## src/rtl/mmap_pkg.sv

```systemverilog
package mmap_pkg;
  localparam int ADDR_W = 16;
  localparam int DATA_W = 8;
  localparam int BANK_W = 3;
  localparam int OFS_W  = BANK_W + 12;
  localparam int NREG   = 11;

  typedef enum logic [3:0] {
    RG_ROM0 = 4'd0, RG_ROMX = 4'd1, RG_VRAM = 4'd2, RG_XRAM = 4'd3,
    RG_WLO  = 4'd4, RG_WHI  = 4'd5, RG_OAM  = 4'd6, RG_HOLE = 4'd7,
    RG_IO   = 4'd8, RG_HRAM = 4'd9, RG_IE   = 4'd10
  } region_e;

  typedef struct packed {
    logic [NREG-1:0] sel;
    logic            openBus;
    logic            rtcPath;
    logic            memRd;
    logic            memWr;
    logic            rtcWr;
    logic            mapWr;
  } ctrlStrobes_t;
endpackage

```

## src/rtl/mmap_ctrl.sv

```systemverilog
module mmap_ctrl
  import mmap_pkg::*;
(
  input  logic [ADDR_W-1:0] cpuAddr,
  input  logic              cpuRd,
  input  logic              cpuWr,
  input  logic [1:0]        videoMode,
  input  logic              rtcEn,
  input  logic              ramEn,
  input  logic              dmaActive,
  input  logic [2:0]        dmaSrcHi,
  input  logic              colorModel,
  output ctrlStrobes_t      strobes
);
  region_e region;
  logic [NREG-1:0] sel;
  logic [ADDR_W-1:0] lockLo, lockHi;
  logic inOam, tableHit, blocked, oamGate, xramNone, romArea;

  always_comb begin
    case (cpuAddr[15:12])
      4'h0, 4'h1, 4'h2, 4'h3: region = RG_ROM0;
      4'h4, 4'h5, 4'h6, 4'h7: region = RG_ROMX;
      4'h8, 4'h9:             region = RG_VRAM;
      4'hA, 4'hB:             region = RG_XRAM;
      4'hC, 4'hE:             region = RG_WLO;
      4'hD:                   region = RG_WHI;
      default: begin
        if (cpuAddr < 16'hFE00)      region = RG_WHI;
        else if (cpuAddr < 16'hFEA0) region = RG_OAM;
        else if (cpuAddr < 16'hFF00) region = RG_HOLE;
        else if (cpuAddr < 16'hFF80) region = RG_IO;
        else if (cpuAddr < 16'hFFFF) region = RG_HRAM;
        else                         region = RG_IE;
      end
    endcase
    sel = '0;
    sel[region] = 1'b1;
  end

  // Lockout range lookup: the source index picks the bus the DMA occupies.
  always_comb begin
    if (dmaSrcHi == 3'd4) begin
      lockLo = 16'h8000; lockHi = 16'hA000;
    end else if (!colorModel) begin
      lockLo = 16'hA000; lockHi = 16'hFE00;
    end else if (dmaSrcHi == 3'd6) begin
      lockLo = 16'hC000; lockHi = 16'hFE00;
    end else begin
      lockLo = 16'hA000; lockHi = 16'hC000;
    end
  end

  assign inOam    = sel[RG_OAM];
  assign tableHit = (cpuAddr >= lockLo) && (cpuAddr < lockHi);
  assign blocked  = dmaActive && (inOam || tableHit);
  assign oamGate  = sel[RG_OAM] && videoMode[1];
  assign xramNone = sel[RG_XRAM] && !rtcEn && !ramEn;
  assign romArea  = sel[RG_ROM0] || sel[RG_ROMX];

  always_comb begin
    strobes.sel     = sel;
    strobes.openBus = blocked || oamGate || sel[RG_HOLE] || xramNone;
    strobes.rtcPath = sel[RG_XRAM] && rtcEn && !blocked;
    strobes.memRd   = cpuRd && !strobes.openBus && !strobes.rtcPath;
    strobes.rtcWr   = cpuWr && strobes.rtcPath;
    strobes.mapWr   = cpuWr && romArea && !blocked;
    strobes.memWr   = cpuWr && !blocked && !oamGate && !sel[RG_HOLE] && !romArea
                      && !(sel[RG_XRAM] && (rtcEn || !ramEn));
  end
endmodule

```

## src/rtl/mmap_datapath.sv

```systemverilog
module mmap_datapath
  import mmap_pkg::*;
(
  input  logic              clk,
  input  logic              rstN,
  input  logic [ADDR_W-1:0] cpuAddr,
  input  logic              cpuRd,
  input  ctrlStrobes_t      strobes,
  input  logic              bankWrEn,
  input  logic [DATA_W-1:0] bankWrData,
  input  logic [DATA_W-1:0] memRdata,
  input  logic [DATA_W-1:0] rtcRdata,
  output logic [OFS_W-1:0]  localOffset,
  output logic [BANK_W-1:0] wramBank,
  output logic [DATA_W-1:0] cpuRdata
);
  logic [BANK_W-1:0] bankNext;
  logic [DATA_W-1:0] rdNext;

  assign bankNext = (bankWrData[BANK_W-1:0] == '0) ? BANK_W'(1) : bankWrData[BANK_W-1:0];

  always_ff @(posedge clk) begin
    if (!rstN)         wramBank <= BANK_W'(1);
    else if (bankWrEn) wramBank <= bankNext;
  end

  always_comb begin
    localOffset = '0;
    unique case (1'b1)
      strobes.sel[RG_ROM0], strobes.sel[RG_ROMX]: localOffset = OFS_W'(cpuAddr[13:0]);
      strobes.sel[RG_VRAM], strobes.sel[RG_XRAM]: localOffset = OFS_W'(cpuAddr[12:0]);
      strobes.sel[RG_WLO]:  localOffset = OFS_W'(cpuAddr[11:0]);
      strobes.sel[RG_WHI]:  localOffset = {wramBank, cpuAddr[11:0]};
      strobes.sel[RG_OAM]:  localOffset = OFS_W'(cpuAddr[7:0]);
      strobes.sel[RG_IO], strobes.sel[RG_HRAM]: localOffset = OFS_W'(cpuAddr[6:0]);
      default: localOffset = '0;
    endcase
  end

  assign rdNext = strobes.openBus ? '1 : (strobes.rtcPath ? rtcRdata : memRdata);

  always_ff @(posedge clk) begin
    if (!rstN)      cpuRdata <= '1;
    else if (cpuRd) cpuRdata <= rdNext;
  end
endmodule

```

## src/rtl/mmap_decode_top.sv

```systemverilog
module mmap_decode_top
  import mmap_pkg::*;
(
  input  logic              clk,
  input  logic              rstN,
  input  logic [ADDR_W-1:0] cpuAddr,
  input  logic              cpuRd,
  input  logic              cpuWr,
  input  logic [1:0]        videoMode,
  input  logic              rtcEn,
  input  logic              ramEn,
  input  logic              dmaActive,
  input  logic [2:0]        dmaSrcHi,
  input  logic              colorModel,
  input  logic              bankWrEn,
  input  logic [DATA_W-1:0] bankWrData,
  input  logic [DATA_W-1:0] memRdata,
  input  logic [DATA_W-1:0] rtcRdata,
  output logic [NREG-1:0]   regionSel,
  output logic [OFS_W-1:0]  localOffset,
  output logic [BANK_W-1:0] wramBank,
  output logic              memRdEn,
  output logic              memWrEn,
  output logic              rtcWrEn,
  output logic              mapperWr,
  output logic [DATA_W-1:0] cpuRdata
);
  ctrlStrobes_t strobes;

  mmap_ctrl uCtrl (
    .cpuAddr(cpuAddr), .cpuRd(cpuRd), .cpuWr(cpuWr), .videoMode(videoMode),
    .rtcEn(rtcEn), .ramEn(ramEn), .dmaActive(dmaActive), .dmaSrcHi(dmaSrcHi),
    .colorModel(colorModel), .strobes(strobes)
  );

  mmap_datapath uData (
    .clk(clk), .rstN(rstN), .cpuAddr(cpuAddr), .cpuRd(cpuRd), .strobes(strobes),
    .bankWrEn(bankWrEn), .bankWrData(bankWrData), .memRdata(memRdata),
    .rtcRdata(rtcRdata), .localOffset(localOffset), .wramBank(wramBank),
    .cpuRdata(cpuRdata)
  );

  assign regionSel = strobes.sel;
  assign memRdEn   = strobes.memRd;
  assign memWrEn   = strobes.memWr;
  assign rtcWrEn   = strobes.rtcWr;
  assign mapperWr  = strobes.mapWr;
endmodule

```

## config.mk

```make
export PLATFORM = sky130hd
export DESIGN_NAME = mmap_decode_top
export DESIGN_NICKNAME = d
export VERILOG_FILES = /design/src/rtl/mmap_pkg.sv /design/src/rtl/mmap_ctrl.sv /design/src/rtl/mmap_datapath.sv /design/src/rtl/mmap_decode_top.sv
export SDC_FILE = /design/constraint.sdc
export NUM_CORES = 1
export LEC_CHECK = 0
export ABC_AREA = 1
export ABC_CLOCK_PERIOD_IN_PS = 3300
export BUFFER_PORTS_ARGS = -buffer_cell sky130_fd_sc_hd__buf_2
export CAP_MARGIN = 15
export CORE_UTILIZATION = 30
export DETAILED_ROUTE_END_ITERATION = 10
export PLACE_DENSITY_LB_ADDON = 0.08
export SYNTH_ARGS = -nofsm -noshare
export SYNTH_HDL_FRONTEND = slang
export SYNTH_SLANG_ARGS = --single-unit
```

## constraint.sdc

```tcl
create_clock -name clk -period 3.3 [get_ports clk]
set_input_delay 0.66 -clock clk [delete_from_list [all_inputs] [get_ports clk]]
set_output_delay 0.66 -clock clk [all_outputs]
set_load 0.02 [all_outputs]
```

# Word level (Yosys, flattened, before mapping)
# Cells that the tools add are included.
[op_classes] n_reduce_logical=44 mux=18 n_eq_ne=16 order_cmp=9
[ops] operator="one-hot mux 15 bit (6 select lines)" n=1
[ops] operator="less-than comparator 16 bit (second input constant)" n=5
[ops] operator="two-way mux 16 bit" n=4
[ops] operator="equality test 4 bit (second input constant)" n=7
[ops] operator="one-hot mux 4 bit (6 select lines)" n=1
[ops] operator="logical AND 1 bit" n=19
[ops] operator="equality test 4 x 3 -> 1 bit (second input constant)" n=4
[ops] operator=">= comparator 16 bit" n=1
[ops] operator="less-than comparator 16 bit" n=1
[ops] operator="two-way mux 4 bit" n=4
[ops] operator="two-way mux 8 bit" n=2
[ops] operator="two-way mux 15 bit" n=1
[ops] operator="two-way mux 14 bit" n=1
[ops] operator="OR reduction 2 bit" n=6
[ops] operator="zero test 1 bit" n=9
[ops] operator="equality test 4 x 2 -> 1 bit (second input constant)" n=2
[ops] operator="OR reduction 4 bit" n=2
[ops] operator="equality test 3 bit (second input constant)" n=2
[ops] operator="logical OR 1 bit" n=6
[ops] operator="less-than comparator 4 x 5 -> 1 bit (second input constant)" n=1
[ops] operator="demux 1 bit (select 4 bit)" n=1
[ops] operator="equality test 4 x 1 -> 1 bit (second input constant)" n=1
[ops] operator=">= comparator 4 x 1 -> 1 bit (second input constant)" n=1
[ops] operator="zero test 4 bit" n=1
[ops] operator="4 further kinds" n=4
[word_totals] regBits=11 input_bits=54 wordCells=89

# Longest topological paths before layout
[depth] word_depth=19 depth_mapped=19 mapped_depth_nobuf=19

# Cells and area by module
# Synthesis repeated with hierarchy kept, for this count alone.
[unflattened] cells_unflattened=247 area_unflattened_um2=1362.6
[by_module_without_submodules] mod="mmap_datapath" n_inst=1 area_per_inst_um2=683.2 cells_each=117
[by_module_without_submodules] mod="mmap_ctrl" n_inst=1 area_per_inst_um2=679.4 cells_each=130

# Worst setup path before layout
# OpenSTA, ideal clock, no wires.
[synth_timing] kind="input to output" from="input port dmaSrcHi[0]" to="output port memRdEn" path_slack_ns=0.418 arrival_ns=2.222 path_stages=13 t_required_ns=2.640 path_cell_list="inv_1 nand3_1 inv_1 nor2_1 ha_1 a21oi_1 nor2_1 a21oi_1 nand3_1 nand2_4 nand2_8 nand2_8 nor3b_2"
[synth_between] elab_chain_cells=14 elab_cells_between_ends=22
[synth_lines] element="start: declaration" line_no="mmap_decode_top.sv:13" rtl="input logic [2:0] dmaSrcHi,"
[synth_lines] element="equality test 3 bit" line_no="mmap_ctrl.sv:47" rtl="end else if (dmaSrcHi == 3'd6) begin"
[synth_lines] element="two-way mux 15 bit / two-way mux 14 bit (equally long branches)" line_no="mmap_ctrl.sv:47"
[synth_lines] element="two-way mux 16 bit" line_no="mmap_ctrl.sv:45" rtl="end else if (!colorModel) begin"
[synth_lines] element="two-way mux 16 bit" line_no="mmap_ctrl.sv:43" rtl="if (dmaSrcHi == 3'd4) begin"
[synth_lines] element=">= comparator 16 bit / less-than comparator 16 bit (equally long branches)" line_no="mmap_ctrl.sv:55" rtl="assign tableHit = (cpuAddr >= lockLo) && (cpuAddr < lockHi);"
[synth_lines] element="logical AND 1 bit (*)" line_no="mmap_ctrl.sv:55"
[synth_lines] element="logical OR 1 bit (*)" line_no="mmap_ctrl.sv:56" rtl="assign blocked = dmaActive && (inOam || tableHit);"
[synth_lines] element="logical AND 1 bit (*)" line_no="mmap_ctrl.sv:56"
[synth_lines] element="logical OR 1 bit (3 in a row)" line_no="mmap_ctrl.sv:63" rtl="strobes.openBus = blocked || oamGate || sel[RG_HOLE] || xramNone;"
[synth_lines] element="zero test 1 bit" line_no="mmap_ctrl.sv:65" rtl="strobes.memRd = cpuRd && !strobes.openBus && !strobes.rtcPath;"
[synth_lines] element="logical AND 1 bit" line_no="mmap_ctrl.sv:65"
[synth_lines] element="logical AND 1 bit (*)" line_no="mmap_ctrl.sv:65"
[synth_lines] element="end: declaration" line_no="mmap_decode_top.sv:22" rtl="output logic memRdEn,"
# Every way passes the cells marked *; elsewhere a longest branch is shown, timed or not.

# Final worst setup path
[layout_timing] from="input port dmaSrcHi[1]" to="output port memRdEn"
# Same word-level chain as after synthesis.

==> impl_metrics.json <==
{
  "grt_max_degree": 12,
  "worst_slack_ns": 0.157,
  "cts.htree.levels": 1,
  "cts_tree": "built",
  "synthTopCellsByArea": "nand2_1 17%, dfxtp_1 15%, inv_1 13%",
  "clock-sinks": 11,
  "cp_max_fo": 10,
  "initial_core_util_pct": 32.2,
  "clk_pin_slew_ns": 0.05,
  "seqPwrFrac_pct": 28.7,
  "yosys_warnings": 0,
  "dpl_cell_area_um2": 1960,
  "critPathKind": "input port to output pin",
  "combPwrFrac_pct": 45.3,
  "p_leak_nw": 1.26,
  "hold_viol": 0,
  "yosys.area.top_type": "nand2_1",
  "min_path_type": "flop to flop",
  "synth-simple-area-share_pct": 56.8,
  "ant_nets": 0,
  "n_antenna_cell": 0,
  "finalSetupViolCount": 0,
  "final-max-slew-violation-count": 0,
  "nets": 400,
  "switching_power_mw": 0.193,
  "skew_ns": 0,
  "cap_violations": 0,
  "die_w_um": 71.3,
  "overflow": 0,
  "globalplace.congestion": 0.832,
  "ys_ff_latch": 11,
  "yosys-mux-area-fraction_pct": 0,
  "tns_ns": 0,
  "synth-xor-area-share_pct": 0,
  "drive_gt1_share_pct": 39.6,
  "grt_use_total_pct": 15.5,
  "die_height_um": 71.3,
  "antenna_found_initial": 0,
  "holdWs_ns": 0.505,
  "slew_headroom_pct": 60.9,
  "grt_pass1_wl_um": 6290,
  "drc": 5,
  "avgRoutedWirePerCell_um": 10.3,
  "io_pins": 95,
  "tightest_slew_ns": 0.583,
  "synth_compound_area_share_pct": 6.96,
  "finalCritPeriodShare_pct": 95.2,
  "cp-end-kind": "output pin",
  "synth_top_family_by_area": "simple AND/OR/NAND/NOR gates",
  "vias_per_cell": 4.44,
  "yosys.cell_types.count": 28,
  "endpoint": "memRdEn",
  "switching_share_pct": 38.0,
  "p_per_area_nw_per_um2": 248,
  "cp.arrival_ns": 2.48,
  "numCtsBuffers": 3,
  "synth_area_um2": 1440,
  "first_global_vias": 1460,
  "first_iter_violations": 60,
  "startpoint_type": "input port",
  "drt-total-wl_um": 4020,
  "layout_min_cycle_time_ns": 3.14,
  "final_area_um2": 2050,
  "rows": 24,
  "critPathLaunch": "dmaSrcHi[1]",
  "area_growth_pct": 42.3,
  "violations": "DRC",
  "yosys.area.top_type_share_pct": 17.2,
  "pre_cts_slack_ns": 0.104,
  "dp_hpwl_um": 3450,
  "timing.fmax_mhz": 318,
  "synth_cells": 245,
  "firstDrtPassIters": 7,
  "r2r-start": "uData.cpuRdata[7]$_SDFFE_PN1P_",
  "yosys.area_share.adder_pct": 6.09,
  "clk_latency_ns": 0.23,
  "avgSynthCellArea_um2": 5.87,
  "syn-num-nets": 306,
  "max-clock-path-buffers": 2,
  "hold_start": "uData.wramBank[2]$_SDFFE_PN0P_",
  "clockPowerShare_pct": 26.0,
  "cts_root_buf": "clkbuf_8",
  "status": "complete, but fails checks",
  "required_ns": 2.64,
  "p_int_mw": 0.315,
  "ff2ff_path_depth": 3,
  "core_um2": 4470,
  "vdd_ir_drop_max_mv": 0.203,
  "die_area_um2": 5080,
  "ff2ff_setup_slack_ns": 2.49,
  "yosysSeqAreaShare_pct": 15.3,
  "r2r_end": "uData.cpuRdata[7]$_SDFFE_PN1P_",
  "dr_total_vias": 1732,
  "numPortBuffers": 88
}
synth_stat cells, drive strengths merged:
cell    number
o31ai        1
ha           7
a21oi        7
nor2        34
clkbuf       1
clkinv       1
or2          8
o21ai        9
nand4        6
nor3b        1
nor4         3
dfxtp       11
buf          1
nor3         5
nand3       18
inv         53
nand2       78
o211ai       1
worst max-delay path, stage by stage:
cell	delay, ns
buf_2	0.11
inv_1	0.07
nand3_2	0.10
inv_1	0.10
nor2_1	0.05
ha_1	0.30
a21oi_2	0.13
nor2_1	0.05
a21oi_1	0.14
nand3_2	0.12
nand2_4	0.12
nand2_8	0.10
nand2_8	0.10
nor3b_4	0.19
buf_6	0.14
power by group through the flow:
stage	Sequential (mW)	Combinational [mW]	Clock, mW
2_1_floorplan	0.159	0.129	0
3_3_place_gp	0.149	0.221	0
3_5_place_dp	0.149	0.222	0
4_1_cts	0.146	0.223	0.137
5_1_grt	0.147	0.257	0.145
6_report	0.146	0.230	0.132
how the worst min path moves through the flow:
| stage | cells past startpoint | to | slack [ns] |
|---|---|---|---|
| global route | 3 | uData.cpuRdata[1]$_SDFFE_PN1P_ | 0.55 |
| detailed placement | 2 | uData.wramBank[2]$_SDFFE_PN0P_ | 0.51 |
| global placement | 3 | uData.cpuRdata[4]$_SDFFE_PN1P_ | 0.51 |
| floorplan | 2 | uData.wramBank[2]$_SDFFE_PN0P_ | 0.54 |
| finish | 2 | uData.wramBank[2]$_SDFFE_PN0P_ | 0.50 |
| CTS | 2 | uData.wramBank[0]$_SDFFE_PN1P_ | 0.52 |
kinds of logic (layout without fill, tap and decap cells):
group | Yosys count | in the layout
AO/OA/AOI/OAI | 18 | 18
adder cells (fa/ha/maj) | 7 | 7
buffers and inverters | 56 | 149
flip-flops | 11 | 11
AND/OR/NAND/NOR | 153 | 153
cells in the final DEF, fill, tap and decap left out:
cell	count
a21oi_1	5
a21oi_2	2
buf_2	87
buf_4	3
buf_6	1
clkbuf_1	1
clkbuf_8	3
clkinv_1	1
dfxtp_1	11
ha_1	6
ha_4	1
inv_1	48
inv_2	5
nand2_1	64
nand2_2	5
nand2_4	6
nand2_8	3
nand3_1	15
nand3_2	2
nand3_4	1
nand4_1	6
nor2_1	30
nor2_2	1
nor2_4	1
nor2_8	2
nor3_1	5
nor3b_4	1
nor4_1	2
nor4_2	1
o211ai_1	1
o21ai_0	7
o21ai_1	2
o31ai_2	1
or2_2	8
through the flow:
stage	power, mW	std cells	util [%]
4_1_cts	0.506	390	44.7
3_3_place_gp	0.370	386	43.7
3_5_place_dp	0.371	386	43.7
2_1_floorplan	0.288	245	-
6_report	0.508	390	45.8
5_1_grt	0.548	390	45.8
flip-flops by register name (all words and copies together) (netlist names):
signal,count
uData.cpuRdata,8
uData.wramBank,3
what timing repair did:
item                                    in CTS  in global routing
hold buffers                                 0                  0
gates resized for setup                      0                 10
hold endpoints to repair                     0                  0
buffers inserted                             0                  0
endpoints found under the setup margin       0                  2
cell type report:
class                           instances  area (um2)
Fill cell                             493        2430
Multi-Input combinational cell        178        1050
Timing Repair Buffer                   91         469
Sequential cell                        11         220
Inverter                               54         203
Tap cell                               52        65.1
Clock buffer                            4        45.0
per-layer routing:
metal / up-vias / track usage [%] / part of all wire [%]
met5: - / 0 / 0
met4: 0 / 4.67 / 0.80
met3: 4 / 1.83 / 5.3
met2: 47 / 24.1 / 43
met1: 736 / 22.5 / 51
li1: 945 / - / -
No activity file was read; power rests on OpenSTA's default activity.
